`src/rtl/inertial_irq_pkg.sv`:
```
package inertial_irq_pkg;
  localparam int unsigned NUM_AXES = 3;
  localparam int unsigned NUM_EV   = 2 * NUM_AXES;

  typedef enum logic [1:0] {
    MODE_ANY  = 2'b00,
    MODE_MOVE = 2'b01,
    MODE_ALL  = 2'b10,
    MODE_POS  = 2'b11
  } mode_e;
endpackage

```
`src/rtl/axis_cmp.sv`:
```
module axis_cmp #(
  parameter int unsigned SMP_W = 12,
  parameter int unsigned THR_W = 7
) (
  input  logic signed [SMP_W-1:0] smp_i,
  input  logic [THR_W-1:0]        thr_i,
  output logic                    hi_o,
  output logic                    lo_o,
  output logic                    neg_o
);
  // threshold aligned to the top magnitude bits below the sign
  localparam int unsigned SHIFT = SMP_W - 1 - THR_W;

  logic [SMP_W-1:0] mag;
  logic [SMP_W-1:0] lim;

  always_comb begin
    if (smp_i[SMP_W-1]) mag = SMP_W'(-smp_i);
    else                mag = SMP_W'(smp_i);
  end

  assign lim   = {1'b0, thr_i, {SHIFT{1'b0}}};
  assign hi_o  = mag > lim;
  assign lo_o  = !(mag > lim);
  assign neg_o = smp_i[SMP_W-1];
endmodule

```
`src/rtl/event_comb.sv`:
```
module event_comb
  import inertial_irq_pkg::*;
(
  input  logic [NUM_AXES-1:0] hi_i,
  input  logic [NUM_AXES-1:0] lo_i,
  input  logic [NUM_AXES-1:0] neg_i,
  input  logic [NUM_EV-1:0]   en_i,
  input  mode_e               mode_i,
  input  logic                four_d_i,
  output logic                cond_o,
  output logic [NUM_EV-1:0]   flags_o
);
  logic [NUM_EV-1:0]   raw;
  logic [NUM_EV-1:0]   dir;
  logic [NUM_AXES-1:0] use_ax;
  logic [NUM_AXES-1:0] hi_used;
  logic [NUM_EV-1:0]   masked;
  logic [NUM_EV-1:0]   zone;
  logic                known;
  logic                orient;

  always_comb begin
    use_ax = '1;
    use_ax[NUM_AXES-1] = !four_d_i;
  end
  assign hi_used = hi_i & use_ax;

  for (genvar a = 0; a < NUM_AXES; a++) begin : g_ax
    assign raw[2*a]   = lo_i[a];
    assign raw[2*a+1] = hi_i[a];
    assign dir[2*a]   = hi_used[a] & neg_i[a];
    assign dir[2*a+1] = hi_used[a] & ~neg_i[a];
  end

  assign masked = raw & en_i;
  assign known  = $onehot(hi_used);
  assign zone   = known ? (dir & en_i) : '0;
  assign orient = mode_i[0];

  always_comb begin
    unique case (mode_i)
      MODE_ANY:  cond_o = |masked;
      MODE_ALL:  cond_o = (en_i != '0) && (masked == en_i);
      default:   cond_o = |zone;
    endcase
    flags_o = orient ? zone : masked;
  end
endmodule

```
`src/rtl/dur_filter.sv`:
```
module dur_filter #(
  parameter int unsigned DUR_W = 7
) (
  input  logic             clk_i,
  input  logic             rst_ni,
  input  logic             step_i,
  input  logic             cond_i,
  input  logic [DUR_W-1:0] dur_i,
  input  logic             edge_i,
  output logic             fire_o
);
  localparam logic [DUR_W-1:0] RUN_MAX = '1;

  logic [DUR_W-1:0] run_q;
  logic             qual_prev_q;
  logic             qual;

  assign qual   = cond_i && (run_q >= dur_i);
  assign fire_o = edge_i ? (qual && !qual_prev_q) : qual;

  always_ff @(posedge clk_i or negedge rst_ni) begin
    if (!rst_ni) begin
      run_q       <= '0;
      qual_prev_q <= 1'b0;
    end else if (step_i) begin
      if (!cond_i)               run_q <= '0;
      else if (run_q != RUN_MAX) run_q <= run_q + 1'b1;
      qual_prev_q <= qual;
    end
  end

  AST_RUN_RESTART: assert property (@(posedge clk_i) disable iff (!rst_ni)
    step_i && !cond_i |=> run_q == '0) else $error("run count not restarted");
  AST_RUN_IDLE: assert property (@(posedge clk_i) disable iff (!rst_ni)
    !step_i |=> $stable(run_q) && $stable(qual_prev_q)) else $error("filter moved without sample");
endmodule

```
`src/rtl/inertial_irq.sv`:
```
module inertial_irq
  import inertial_irq_pkg::*;
#(
  parameter int unsigned SMP_W = 12,
  parameter int unsigned THR_W = 7,
  parameter int unsigned DUR_W = 7
) (
  input  logic                    clk_i,
  input  logic                    rst_ni,
  input  logic                    smp_vld_i,
  input  logic signed [SMP_W-1:0] smp_x_i,
  input  logic signed [SMP_W-1:0] smp_y_i,
  input  logic signed [SMP_W-1:0] smp_z_i,
  input  logic [NUM_EV-1:0]       cfg_en_i,
  input  logic [1:0]              cfg_mode_i,
  input  logic                    cfg_4d_i,
  input  logic                    cfg_latch_i,
  input  logic                    cfg_act_low_i,
  input  logic [THR_W-1:0]        thr_i,
  input  logic [DUR_W-1:0]        dur_i,
  input  logic                    src_rd_i,
  output logic                    irq_o,
  output logic [NUM_EV:0]         src_o
);
  logic signed [SMP_W-1:0] smp [NUM_AXES];
  logic [NUM_AXES-1:0]     hi, lo, neg;
  logic [NUM_EV-1:0]       cur_flags;
  logic                    cond, fire, frozen;
  logic                    active_q;
  logic [NUM_EV-1:0]       flags_q;
  mode_e                   mode;

  assign smp[0] = smp_x_i;
  assign smp[1] = smp_y_i;
  assign smp[2] = smp_z_i;
  assign mode   = mode_e'(cfg_mode_i);

  for (genvar a = 0; a < NUM_AXES; a++) begin : g_cmp
    axis_cmp #(.SMP_W(SMP_W), .THR_W(THR_W)) u_cmp (
      .smp_i (smp[a]),
      .thr_i (thr_i),
      .hi_o  (hi[a]),
      .lo_o  (lo[a]),
      .neg_o (neg[a])
    );
  end

  event_comb u_comb (
    .hi_i     (hi),
    .lo_i     (lo),
    .neg_i    (neg),
    .en_i     (cfg_en_i),
    .mode_i   (mode),
    .four_d_i (cfg_4d_i),
    .cond_o   (cond),
    .flags_o  (cur_flags)
  );

  dur_filter #(.DUR_W(DUR_W)) u_dur (
    .clk_i  (clk_i),
    .rst_ni (rst_ni),
    .step_i (smp_vld_i),
    .cond_i (cond),
    .dur_i  (dur_i),
    .edge_i (mode == MODE_MOVE),
    .fire_o (fire)
  );

  // a read in the same cycle unfreezes, so a coincident sample is taken
  assign frozen = cfg_latch_i && active_q && !src_rd_i;

  always_ff @(posedge clk_i or negedge rst_ni) begin
    if (!rst_ni) begin
      active_q <= 1'b0;
      flags_q  <= '0;
    end else if (smp_vld_i && !frozen) begin
      active_q <= fire;
      flags_q  <= cur_flags;
    end else if (src_rd_i && cfg_latch_i) begin
      active_q <= 1'b0;
    end
  end

  assign src_o = {active_q, flags_q};
  assign irq_o = active_q ^ cfg_act_low_i;

  AST_READ_CLEARS: assert property (@(posedge clk_i) disable iff (!rst_ni)
    cfg_latch_i && src_rd_i && !smp_vld_i |=> !src_o[NUM_EV]) else $error("read left interrupt set");
  AST_LATCH_HOLD: assert property (@(posedge clk_i) disable iff (!rst_ni)
    cfg_latch_i && src_o[NUM_EV] && !src_rd_i |=> src_o[NUM_EV] && $stable(src_o)) else $error("latched word moved");
  AST_QUIET_HOLD: assert property (@(posedge clk_i) disable iff (!rst_ni)
    !smp_vld_i && !src_rd_i |=> $stable(src_o)) else $error("source changed without cause");
  AST_ZONE_ONEHOT: assert property (@(posedge clk_i) disable iff (!rst_ni)
    smp_vld_i && cfg_mode_i[0] |-> $onehot0(cur_flags)) else $error("more than one zone flag");
  AST_ALL_NONE: assert property (@(posedge clk_i) disable iff (!rst_ni)
    smp_vld_i && !frozen && cfg_mode_i == 2'b10 && cfg_en_i == '0 |=> !src_o[NUM_EV]) else $error("empty all-mode fired");
endmodule

```
`config.mk`:
```
export PLATFORM = sky130hd
export DESIGN_NAME = inertial_irq
export DESIGN_NICKNAME = d
export VERILOG_FILES = /design/src/rtl/inertial_irq_pkg.sv /design/src/rtl/axis_cmp.sv /design/src/rtl/event_comb.sv /design/src/rtl/dur_filter.sv /design/src/rtl/inertial_irq.sv
export SDC_FILE = /design/constraint.sdc
export NUM_CORES = 1
export LEC_CHECK = 0
export BUFFER_PORTS_ARGS = -buffer_cell sky130_fd_sc_hd__buf_2
export CORE_AREA = 10 10 83 85
export DETAILED_ROUTE_END_ITERATION = 8
export DIE_AREA = 0 0 93 95
export GPL_TIMING_DRIVEN = 0
export PLACE_DENSITY = 0.7
export SYNTH_ARGS = -nofsm -noshare
export SYNTH_HDL_FRONTEND = slang
export SYNTH_SLANG_ARGS = --single-unit
```
`constraint.sdc`:
```
create_clock -name clk_i -period 4.3 [get_ports clk_i]
set_input_delay 0.215 -clock clk_i [delete_from_list [all_inputs] [get_ports clk_i]]
set_output_delay 0.215 -clock clk_i [all_outputs]
set_load 0.02 [all_outputs]
```
==> impl_results.md, run 1 <==
* CP arrival at 4.14 ns
* Width of the die at 93 µm
* Fin area at 2870 µm²
* Final GP Congestion at 0.857
* Synth cell count leaders: 37 x nand2_1, 30 x ha_1, 20 x inv_1, 18 x o21ai_0, 17 x xnor2_1
* Tcrit/Tclk final at 93.7%
* Origin of the critical flop-to-flop path: u_dur.run_q[0]
* Area delta synth->final at 26.4%
* Main area contributors after synthesis: dfrtp_1 17%, ha_1 17%, xnor2_1 6.6%, nand2_1 6.1%, mux2i_1 4.0%
* RSZ-0062 raised after global routing: false
* Maximum VDD drop at 113 µV
* Placed Area at 2720 µm²
* P per Cell Area at 206 nW/µm²
* Total CTS buffers at 3
* IO Port Bufs at 71
* Seq/Total Area, Yosys at 16.5%
* Detailed Place HPWL at 5150 µm
* Worst-Skew Late Latency at 0.25 ns
* Crit path max fanout at 9
* Layout cells sized above 1 at 28.6%
* Hold Path Class: in2reg
* R2r worst-path depth at 10
* Final setup fails at 0
* Fmax at 0.248 GHz
* Synth top area share at 16.5%
* Detailed Route Iter0 Violations at 101
* Req. time, crit path at 4.41 ns
* H-tree Lvls at 1
* Top FF cell, synth: dfrtp_1
* CTS root buf: clkbuf_8
* R2R setup slack at 2.36 ns
* Largest area contributor in the netlist: dfrtp_1
* Number of flops mapped to enable cells by yosys at 0
* Hold wc startpoint: cfg_en_i[1]
* Drt total wl at 6040 µm
* Fin. max-slew vios at 0
* Rows at 27
* Status: finished clean
* Synthesized area at 2270 µm²
* Final hold slack at 0.260 ns
* Clk_skew at 0.00850 ns
* Starting density of the core at 42.6%
* CP Capture Type: flop
* Post-route setup slack at 0.273 ns
* Critical Path Source Type: input pin
* Diode count at 0
* Crit path time final at 4.03 ns
* YS warnings at 0
* Final hold vios at 0
* Library cells used by synthesis at 49
* Max-cap viol count at 0
* GRT overflow at 0
* Synthesis-stage register bit count at 15
* Drt pass-1 iters at 4
* Total GRT Usage at 13.7%
* Initial antenna violation count at 0
* Pwr Total at 0.593 mW
* Fin util at 53.8%
* Synth Instances at 283
* Die height at 95 µm
* Syn_area_per_cell at 8.03 µm²
* Pre-CTS setup slack at -0.522 ns
* Hold path depth at 3
* Worst-margin pin slew at 0.493 ns
* Die area at 8840 µm²
* FF-to-FF End: u_dur.qual_prev_q
* Largest net degree at the start of global routing at 16
* Number of global-route vias before repair at 2447
* CTS tree: yes
* Nets at 457
* Hold Path Sink: flags_q[1]
* Longest Clk Path Bufs at 2
* Clock Sinks at 15
* # IOs at 73
* # DRC at 0
* Routed Antenna Nets at 0
* Syn nets at 379
* Leakage at 1.37 nW
* Relative slew slack at 66.8%
* Synth async-reset ratio at 100%
* Top-count cell post-synth: nand2_1
* Routed vias/inst at 5.33
* Clk pin slew, worst setup/hold paths at 0.06 ns
* Crit path kind: in2reg
* Routed vias at 2301
* Global-route wire length before repair at 10400 µm
* Routed len/inst at 14.0 µm
* Placeable Area at 5340 µm²
[where the power goes]
| group | leakage [nW] | total [mW] | internal [mW] | switching [mW] |
|---|---|---|---|---|
| combinational | 1.15 | 0.321 | 0.141 | 0.180 |
| clock | 0.0228 | 0.112 | 0.0655 | 0.0461 |
| sequential | 0.205 | 0.160 | 0.153 | 0.00780 |
| total | 1.37 | 0.593 | 0.359 | 0.234 |
[routing by layer]
| metal | up-vias | wire length [µm] | GRT usage (%) |
|---|---|---|---|
| met3 | 6 | 298 | 2.38 |
| met1 | 1050 | 2720 | 16.6 |
| li1 | 1193 | - | - |
| met4 | 0 | 59 | 3.60 |
| met2 | 52 | 2960 | 24.4 |
| met5 | - | 0 | 0 |
[layout by cell type (no fill, tap or decap), types with 9 or more instances in the layout]
| master | instances |
|---|---|
| dfrtp_1 | 15 |
| a21oi_1 | 11 |
| inv_1 | 20 |
| o21ai_0 | 18 |
| nand3_1 | 10 |
| mux2i_1 | 9 |
| xnor2_1 | 17 |
| ha_1 | 30 |
| xor2_1 | 10 |
| buf_2 | 71 |
| nand2_1 | 37 |
| nor2_1 | 10 |
[sequential cells by signal (all words and copies together), names as in the netlist]
register and cells:
active_q 1, flags_q 6, u_dur.qual_prev_q 1, u_dur.run_q 7
[cell families (layout without fill, tap and decap cells)]
logic type	Yosys count	after routing	share of synthesized area [%]
simple gates	101	101	24.0
xor+xnor	27	27	10.4
compound gates	71	71	22.1
buf+inv	28	105	5.12
mux	10	10	4.46
flops	15	15	16.5
fa+ha+maj	31	31	17.4
[repair_timing]
action | 4_1_cts | 5_1_grt
pin swaps | 0 | 3
resized for setup | 3 | 14
hold buffers | 1 | 0
endpoints found under the hold margin | 15 | 0
buffers inserted | 0 | 1
setup endpoints to repair | 9 | 10
[stage by stage]
stage / instances / TNS (ns)
floorplan: 283 / 0
global placement: 426 / -3.43
detailed placement: 426 / -4.16
CTS: 431 / 0
global route: 432 / 0
finish: 432 / 0
[worst max-delay path, stage by stage]
cell and delay [ns]:
buf_2 0.09, or4_4 0.52, buf_6 0.15, nand2b_4 0.16, nand2_1 0.12, nand2_1 0.08
xor2_1 0.16, ha_1 0.32, and3_1 0.21, o2111ai_1 0.20, a21oi_2 0.24, nor2_4 0.07
fa_1 0.58, nand2b_1 0.18, nor2_1 0.06, o21ai_0 0.08, and3_1 0.29, a2bb2oi_4 0.28
o22ai_1 0.14
[cell type report]
type | count | area, µm²
sequential | 15 | 375
tap | 72 | 90.1
multi-input combinational | 240 | 1870
timing repair buffer | 73 | 373
inverter | 20 | 75.1
clock buffer | 4 | 45.0
buffer | 8 | 41.3
fill | 541 | 2460
[how the worst max path moves through the flow]
stage	cells after the start	slack, ns	end	from
after global routing	18	0.02	u_dur.qual_prev_q	smp_z_i[3]
after global placement	18	-0.46	u_dur.run_q[0]	smp_x_i[3]
final	19	0.27	u_dur.qual_prev_q	smp_y_i[3]
after CTS	18	0.02	u_dur.run_q[0]	smp_x_i[5]
after floorplan	17	0.20	u_dur.run_q[0]	smp_x_i[5]
after detailed placement	18	-0.52	u_dur.run_q[0]	smp_x_i[3]
Note: power is estimated with default switching activity, not from simulation.
==> inputs of run 2 (changes only) <==
Settings changed: ABC_AREA from default to 0, BUFFER_PORTS_ARGS -buffer_cell sky130_fd_sc_hd__buf_2 to -buffer_cell sky130_fd_sc_hd__clkbuf_2, SLEW_MARGIN from default to 10.
==> impl_results.md, run 2 (synthesized netlist as in run 1, its figures left out) <==
* Detailed Route Iter0 Violations at 69
* CP arrival at 4.22 ns
* Total CTS buffers at 3
* Placed Area at 2720 µm²
* Fmax at 0.246 GHz
* Critical Path Source Type: input pin
* Drt total wl at 6120 µm
* Routed vias/inst at 5.38
* Most frequent cells in the layout: 71 x clkbuf_2, 37 x nand2_1, 30 x ha_1
* Layout cells sized above 1 at 28.7%
* Max reg flops at 7
* Max-cap viol count at 0
* Req. time, crit path at 4.46 ns
* Drt pass-1 iters at 4
* Hold Path Class: in2reg
* CP max stage cell: fa_1
* Crit path max fanout at 5
* Routed vias at 2337
* Initial antenna violation count at 0
* Routed len/inst at 14.1 µm
* Origin of the critical flop-to-flop path: u_dur.run_q[0]
* Detailed Place HPWL at 5210 µm
* Status: finished clean
* Leakage at 1.41 nW
* Width of the die at 93 µm
* Clock share of power at 18.4%
* Nets at 459
* IO Port Bufs at 71
* R2R setup slack at 2.33 ns
* Fin. max-slew vios at 0
* GRT overflow at 0
* P_int at 0.374 mW
* Placed cell count at 426
* Total GRT Usage at 13.9%
* Worst-Skew Late Latency at 0.25 ns
* Die area at 8840 µm²
* R2r worst-path depth at 10
* Sequential Power Share at 26.0%
* CP Capture Type: flop
* P per Cell Area at 212 nW/µm²
* Crit path kind: in2reg
* Critical Path Sink: u_dur.run_q[0]
* Largest stage delay on the critical path at 0.50 ns
* Largest Register: u_dur.run_q
* Crit path time final at 4.06 ns
* Most common cell after layout, fill and taps aside: clkbuf_2
* Clk_skew at 0.00861 ns
* Logic pwr share at 55.6%
* Fin util at 54.5%
* FF-to-FF End: u_dur.qual_prev_q
* CTS root buf: clkbuf_8
* Largest registers: u_dur.run_q: 7 flops, flags_q: 6 flops
* Tcrit/Tclk final at 94.4%
* # DRC at 0
* Placeable Area at 5340 µm²
* Final hold slack at 0.257 ns
* Final setup fails at 0
* H-tree Lvls at 1
* Die height at 95 µm
* Fin area at 2910 µm²
* Diode count at 0
* Worst-margin pin slew at 0.502 ns
* Rows at 27
* Global-route wire length before repair at 10500 µm
* Largest net degree at the start of global routing at 16
* Starting density of the core at 42.6%
* Maximum VDD drop at 116 µV
* Clk pin slew, worst setup/hold paths at 0.05 ns
* Number of global-route vias before repair at 2388
* Fillcell total at 531
* Critical Path Source: smp_x_i[3]
* Relative slew slack at 66.3%
* Area delta synth->final at 28.1%
* CP cell instances: clkbuf_2, nor4_4, nand2_1, or2_2, o41ai_4, xnor2_1, ha_1, nand3_1, a2111oi_2, nand4_1, o21ai_4, fa_1, nand2b_4, nor2_1, o21ai_0, and3_1, o31ai_1, a21oi_1, o22ai_1
* Final Non-Filler Cells at 434
* Routed Antenna Nets at 0
* Switch Pwr at 0.244 mW
* CTS tree: yes
* Switch share at 39.5%
* Longest Clk Path Bufs at 2
* Clock Sinks at 15
* # IOs at 73
* Final hold vios at 0
* Final setup TNS at 0 ns
* Final GP Congestion at 0.860
-- run 2: changes by cell type in the layout (fill, tap and decap cells not counted), sizes merged --
cell    delta
clkbuf    +71
buf       -69
-- run 2: how the worst min path moves through the flow --
stage / start / end / slack [ns] / cells after the start
floorplan: rst_ni / active_q / -0.08 / 0
global placement: rst_ni / flags_q[2] / 0.15 / 1
detailed placement: rst_ni / flags_q[2] / 0.15 / 1
CTS: cfg_en_i[1] / flags_q[1] / 0.25 / 3
global route: cfg_en_i[1] / flags_q[1] / 0.28 / 3
finish: cfg_en_i[1] / flags_q[1] / 0.26 / 3
-- run 2: final cells by class --
type,count,area (µm²),share of cell area (%)
sequential,15,375,12.9
inverter,20,75.1,2.58
multi-input combinational,240,1900,65.1
buffer,8,41.3,1.42
timing repair buffer,75,388,13.3
clock buffer,4,45.0,1.55
tap,72,90.1,3.09
-- run 2: what timing repair did --
item                                   in CTS  in global routing
endpoints found under the hold margin      15                  0
hold buffers                                1                  0
pin swaps                                   0                  2
setup endpoints to repair                   9                 11
buffers inserted                            0                  3
resized for setup                           3                 16
-- run 2: worst max-delay path: cells and delay by family --
family | cells | cell delay, ns
buf+inv | 1 | 0.13
compound gates | 7 | 1.33
fa+ha+maj | 2 | 0.80
xor+xnor | 1 | 0.11
simple gates | 8 | 1.64
-- run 2: power groups by stage --
| stage | registers [mW] | logic [mW] | clock network [mW] |
|---|---|---|---|
| 2_1_floorplan | 0.170 | 0.199 | 0 |
| 3_3_place_gp | 0.163 | 0.293 | 0 |
| 3_5_place_dp | 0.164 | 0.302 | 0 |
| 4_1_cts | 0.161 | 0.306 | 0.115 |
| 5_1_grt | 0.163 | 0.385 | 0.122 |
| 6_report | 0.161 | 0.343 | 0.114 |
-- run 2: metal layers --
metal  GRT usage, %  routed length [µm]
met1           16.6                2650
met2           25.1                3030
met3           2.85                 397
met4           3.21                  48
met5              0                   0
-- run 2: metrics by stage --
step | setup slack [ns] | power, mW
final | 0.239 | 0.618
after global routing | -0.120 | 0.670
after CTS | 0.0184 | 0.582
after detailed placement | -0.491 | 0.466
after global placement | -0.453 | 0.456
after floorplan | 0.200 | 0.369
